**src/rtl/mul42_pkg.sv**
```systemverilog
package mul42_pkg;
  function automatic logic xor3(logic a, logic b, logic c);
    return a ^ b ^ c;
  endfunction

  function automatic logic maj3(logic a, logic b, logic c);
    return (a & b) | (a & c) | (b & c);
  endfunction
endpackage

```
**src/rtl/c42_cell.sv**
```systemverilog
module c42_cell
  import mul42_pkg::*;
(
  input  logic x0,
  input  logic x1,
  input  logic x2,
  input  logic x3,
  input  logic cin,
  output logic sum,
  output logic carry,
  output logic cout_lat
);
  logic s_first;

  // first full adder: three column bits, lateral carry independent of cin
  assign s_first  = xor3(x0, x1, x2);
  assign cout_lat = maj3(x0, x1, x2);
  // second full adder: partial sum, fourth bit, lateral carry from below
  assign sum      = xor3(s_first, x3, cin);
  assign carry    = maj3(s_first, x3, cin);

  always_comb begin
    a_r2_count_conserved: assert ((3'(x0) + 3'(x1) + 3'(x2) + 3'(x3) + 3'(cin)) ==
                                  (3'(sum) + 3'({carry, 1'b0}) + 3'({cout_lat, 1'b0})))
      else $error("R2 compressor count mismatch");
    a_r3_lat_set: assert (!((x0 & x1) | (x1 & x2) | (x0 & x2)) || cout_lat)
      else $error("R3 lateral carry missing");
    a_r3_lat_clear: assert (((x0 & x1) | (x1 & x2) | (x0 & x2)) || !cout_lat)
      else $error("R3 lateral carry spurious");
  end
endmodule

```
**src/rtl/c42_stage.sv**
```systemverilog
module c42_stage #(
  parameter int W = 16
) (
  input  logic [W-1:0] r0,
  input  logic [W-1:0] r1,
  input  logic [W-1:0] r2,
  input  logic [W-1:0] r3,
  output logic [W-1:0] sum_row,
  output logic [W-1:0] carry_row
);
  localparam int XW = W + 2;

  logic [W-1:0] lat_out;
  logic [W-1:0] lat_in;
  logic [W-1:0] vert;

  assign lat_in    = {lat_out[W-2:0], 1'b0};
  assign carry_row = {vert[W-2:0], 1'b0};

  for (genvar i = 0; i < W; i++) begin : g_col
    c42_cell u_cell (
      .x0      (r0[i]),
      .x1      (r1[i]),
      .x2      (r2[i]),
      .x3      (r3[i]),
      .cin     (lat_in[i]),
      .sum     (sum_row[i]),
      .carry   (vert[i]),
      .cout_lat(lat_out[i])
    );
  end

  // exact weighted total including the carries dropped past the top column
  always_comb begin
    a_r4_stage_total: assert ((XW'(r0) + XW'(r1) + XW'(r2) + XW'(r3)) ==
                              (XW'(sum_row) + (XW'(vert) << 1) + (XW'(lat_out[W-1]) << W)))
      else $error("R4 stage total mismatch");
  end
endmodule

```
**src/rtl/pp_gen.sv**
```systemverilog
module pp_gen #(
  parameter int N    = 8,
  parameter int ROWS = 8
) (
  input  logic [N-1:0]              mcand,
  input  logic [N-1:0]              mplier,
  output logic [ROWS-1:0][2*N-1:0]  rows
);
  localparam int W = 2 * N;

  for (genvar j = 0; j < ROWS; j++) begin : g_row
    if (j < N) begin : g_live
      assign rows[j] = W'(mcand & {N{mplier[j]}}) << j;
    end else begin : g_pad
      assign rows[j] = '0;
    end
  end
endmodule

```
**src/rtl/ks_adder.sv**
```systemverilog
module ks_adder #(
  parameter int W = 16
) (
  input  logic [W-1:0] x,
  input  logic [W-1:0] y,
  output logic [W-1:0] s
);
  localparam int LG = $clog2(W);

  logic [W-1:0] gen;
  logic [W-1:0] prop;
  logic [W-1:0] half;

  // log-depth prefix: in-place update from the top bit down keeps lower operands old
  always_comb begin
    half = x ^ y;
    gen  = x & y;
    prop = half;
    for (int k = 0; k < LG; k++) begin
      for (int i = W - 1; i >= 0; i--) begin
        if (i >= (1 << k)) begin
          gen[i]  = gen[i] | (prop[i] & gen[i - (1 << k)]);
          prop[i] = prop[i] & prop[i - (1 << k)];
        end
      end
    end
    s = half ^ {gen[W-2:0], 1'b0};
  end

  always_comb begin
    a_r8_cpa_sum: assert ({gen[W-1], s} == ((W+1)'(x) + (W+1)'(y)))
      else $error("R8 adder sum mismatch");
  end
endmodule

```
**src/rtl/mul42_top.sv**
```systemverilog
module mul42_top #(
  parameter int N = 8
) (
  input  logic [N-1:0]   a_in,
  input  logic [N-1:0]   b_in,
  output logic [2*N-1:0] prod_out
);
  localparam int W      = 2 * N;
  localparam int LEVELS = $clog2(N) - 1;
  localparam int ROWS_P = 2 ** (LEVELS + 1);

  logic [LEVELS:0][ROWS_P-1:0][W-1:0] rows;

  pp_gen #(.N(N), .ROWS(ROWS_P)) u_pp (
    .mcand (a_in),
    .mplier(b_in),
    .rows  (rows[0])
  );

  for (genvar l = 0; l < LEVELS; l++) begin : g_lvl
    localparam int IN_R  = ROWS_P >> l;
    localparam int OUT_R = IN_R / 2;
    for (genvar g = 0; g < IN_R / 4; g++) begin : g_grp
      c42_stage #(.W(W)) u_stage (
        .r0       (rows[l][4*g]),
        .r1       (rows[l][4*g+1]),
        .r2       (rows[l][4*g+2]),
        .r3       (rows[l][4*g+3]),
        .sum_row  (rows[l+1][2*g]),
        .carry_row(rows[l+1][2*g+1])
      );
    end
    for (genvar z = OUT_R; z < ROWS_P; z++) begin : g_zero
      assign rows[l+1][z] = '0;
    end
  end

  ks_adder #(.W(W)) u_cpa (
    .x(rows[LEVELS][0]),
    .y(rows[LEVELS][1]),
    .s(prod_out)
  );

  logic [W-1:0] lvl_total;
  logic [W-1:0] ref_prod;

  always_comb begin
    ref_prod = W'(a_in) * W'(b_in);
    a_r1_product: assert (prod_out == ref_prod)
      else $error("R1 product mismatch");
    for (int l = 0; l <= LEVELS; l++) begin
      lvl_total = '0;
      for (int r = 0; r < ROWS_P; r++) lvl_total = lvl_total + rows[l][r];
      a_r4_level_total: assert (lvl_total == ref_prod)
        else $error("R4 level total mismatch");
    end
  end
endmodule

```
**config.mk**
```make
export PLATFORM = sky130hd
export DESIGN_NAME = mul42_top
export DESIGN_NICKNAME = d
export VERILOG_FILES = /design/src/rtl/mul42_pkg.sv /design/src/rtl/c42_cell.sv /design/src/rtl/c42_stage.sv /design/src/rtl/pp_gen.sv /design/src/rtl/ks_adder.sv /design/src/rtl/mul42_top.sv
export SDC_FILE = /design/constraint.sdc
export NUM_CORES = 1
export LEC_CHECK = 0
export ABC_AREA = 1
export BUFFER_PORTS_ARGS = -buffer_cell sky130_fd_sc_hd__buf_4
export CORE_ASPECT_RATIO = 0.8
export CORE_UTILIZATION = 56
export DETAILED_ROUTE_END_ITERATION = 16
export PLACE_DENSITY_LB_ADDON = 0.2
export SYNTH_ARGS = -nofsm -noshare
export SYNTH_HDL_FRONTEND = slang
export SYNTH_SLANG_ARGS = --single-unit
```
**constraint.sdc**
```tcl
create_clock -name vclk -period 4.5
set_clock_uncertainty 0.15 [all_clocks]
set_input_delay 0 -clock vclk [all_inputs]
set_output_delay 0 -clock vclk [all_outputs]
set_load 0.03 [all_outputs]
```
==> run_results.csv <==
group,metric,value,unit
critical_path,cp-end-kind,"output port",
timing,rsz0062_at_grt,"no",
global_routing,use_met1,30.62,%
timing,relSlewSlack,84.02,%
placed_design,detailed_place_hpwl,3480,µm
drt,avgRoutedWirePerCell,10.16,µm
final_layout,nets,412,
synthesis,ys_seq_area_share,0,%
final_layout,seq_area,0,µm²
outcome,outcome,"complete, no violations",
timing,fin_hold_ws,0.2229,ns
drt,wl,3801,µm
global_routing,grtUsageMet3,0.3534,%
critical_path,startpoint,"b_in[0]",
critical_path,slowest_delay,0.55,ns
critical_path,start_kind,"input port",
die,die_w,70.83,µm
pwr,intPower,0.4037,mW
global_routing,grt_busiest_layer,"met2",
synthesis,syn_inst,321,
final_layout,drive_above_1_share,11.75,%
placed_design,port_buffers,32,
placed_design,gp_congestion,0.8471,
drt,first_pass_iters,6,
pwr,combPwrFrac,100.0,%
global_routing,grt_max_degree,9,
final_layout,mostFrequentLayoutCells,"106 x nand2_1, 98 x inv_1, 39 x fa_1, 32 x buf_4, 23 x ha_1",
final_layout,multi_input_area,0.001653,mm²
critical_path,path_class,"in2out",
timing,setup_viol,0,
pwr,p_per_area,472.9,mW/mm²
synthesis,ys_warn_count,0,
timing,fin_setup_tns,0,ns
timing,period_needed,3.764,ns
drt,vias,1790,
die,pin_count,32,
drt,drt_first_iter_violations,92,
drt,route.detailed.drc,0,
critical_path,crit_slowest_cell,"fa_1",
synthesis,synth.distinct_cells,17,
pwr,p_leak,1.583,nW
final_layout,area_growth,9.198,%
critical_path,critical_path.max_fanout,8,
timing,clock.fmax,265.7,MHz
die,die_h,57.06,µm
pwr,p_clk_share,0,%
critical_path,path_cells,"buf_4 > nand2_1 > inv_1 > fa_1 > inv_1 > fa_1 > fa_1 > inv_1 > ha_1 > ha_1 > inv_1 > fa_1 > inv_1 > nand3_1 > nand3_1 > nand2_1 > nand2_1 > nand2_1 > nand2_1 > buf_4",
die,core,0.003518,mm²
pwr,power.switching,0.6922,mW
cts,hold_buffers,0,
critical_path,crit_path_end,"prod_out[13]",
critical_path,worstPathRequired,4.35,ns
final_layout,final_common_cell,"nand2_1",
synthesis,syn-num-nets,399,
die,fp-row-count,19,
pwr,ir_worst_vdd,0.4425,mV
global_routing,track_usage,21.18,%
timing,post-route-period-util,83.64,%
die,die_area,0.004041,mm²
final_layout,clock_buffers,0,
global_routing,use_met2,38.32,%
timing,hold_viol_final,0,
die,start_util,60.31,%
synthesis,netlist_area,0.002122,mm²
final_layout,fillCellCount,328,
final_layout,diodes,0,
global_routing,grt_pass1_wl,7044,µm
drt,postRouteAntennaNets,0,
global_routing,grt_pass1_vias,1736,
timing,worst_pin_slew,0.2398,ns
synthesis,avgSynthCellArea,6.611,µm²
timing,slew_viol_final,0,
cts,cts_resized,0,
pwr,p_sw_share,63.16,%
global_routing,overflow,0,
flow_run,maxCapViolations,0,
cts,post_cts_buffers,0,
critical_path,arrival,3.61,ns
drt,vias_per_cell,4.786,
global_routing,grt_antenna_before_repair,0,
pwr,seqPwrFrac,0,%
worst_hold_path,hold_path_class,"in2out",
final_layout,seq_cell_count,0,
[Yosys cell counts]
master	count	share of area, %
nand2_1	106	19
nor2_1	8	1.4
nand3_2	1	0.47
inv_2	1	0.18
fa_1	39	37
clkbuf_1	16	2.8
a21oi_1	3	0.71
a21oi_2	1	0.41
nand3_1	10	2.4
xor2_1	3	1.2
inv_1	98	17
nand2_2	2	0.59
nor2_2	2	0.59
xnor2_1	1	0.41
buf_4	5	1.8
ha_1	23	14
nand4_1	2	0.59
[logic make-up (layout without fill, tap and decap cells)]
family,count (synthesis),count (layout),synth area share (%)
buffers and inverters,120,131,22.11
AO/OA/AOI/OAI,4,4,1.120
AND/OR/NAND/NOR,131,131,24.76
adder cells (fa/ha/maj),62,62,50.35
XOR/XNOR,4,4,1.651
[power groups by stage]
stage	clock network [mW]	registers, mW	logic [mW]
detailed placement	0	0	1.10
global route	0	0	1.23
floorplan	0	0	0.819
finish	0	0	1.10
CTS	0	0	1.11
global placement	0	0	1.10
[through the flow]
stage	instances	instance area [µm²]	setup WS (ns)	utilization, %	total power [mW]
2_1_floorplan	321	2122	0.6530	-	0.8192
3_3_place_gp	374	2317	0.7436	65.86	1.095
3_5_place_dp	374	2317	0.7196	65.86	1.104
4_1_cts	374	2317	0.7141	65.86	1.107
5_1_grt	374	2317	0.4445	65.86	1.226
6_report	374	2317	0.7364	65.86	1.096
[routing by layer]
layer	wire length [µm]	share of wire (%)
met3	189	5.0
met5	0	0
met2	1788	47
met4	0	0
met1	1823	48
[critical path: cells and delay by family]
family | cells | cell delay (ns)
adders and majority gates | 6 | 2.47
buffers and inverters | 7 | 0.59
and+or+nand+nor | 7 | 0.53
[final cells by class]
cell class / instances / share of cell area (%)
multi-input combinational: 201 / 71.33
inverter: 99 / 16.04
timing repair buffer: 32 / 10.37
tap: 42 / 2.268
[worst min path at each step]
stage / startpoint / end / slack [ns] / cells after the start
2_1_floorplan: a_in[0] / prod_out[0] / 0.25 / 4
3_3_place_gp: b_in[0] / prod_out[0] / 0.22 / 4
3_5_place_dp: b_in[0] / prod_out[0] / 0.22 / 4
4_1_cts: b_in[0] / prod_out[0] / 0.22 / 4
5_1_grt: b_in[0] / prod_out[0] / 0.24 / 4
6_report: b_in[0] / prod_out[0] / 0.22 / 4
Power figures use the tool's default switching activity.
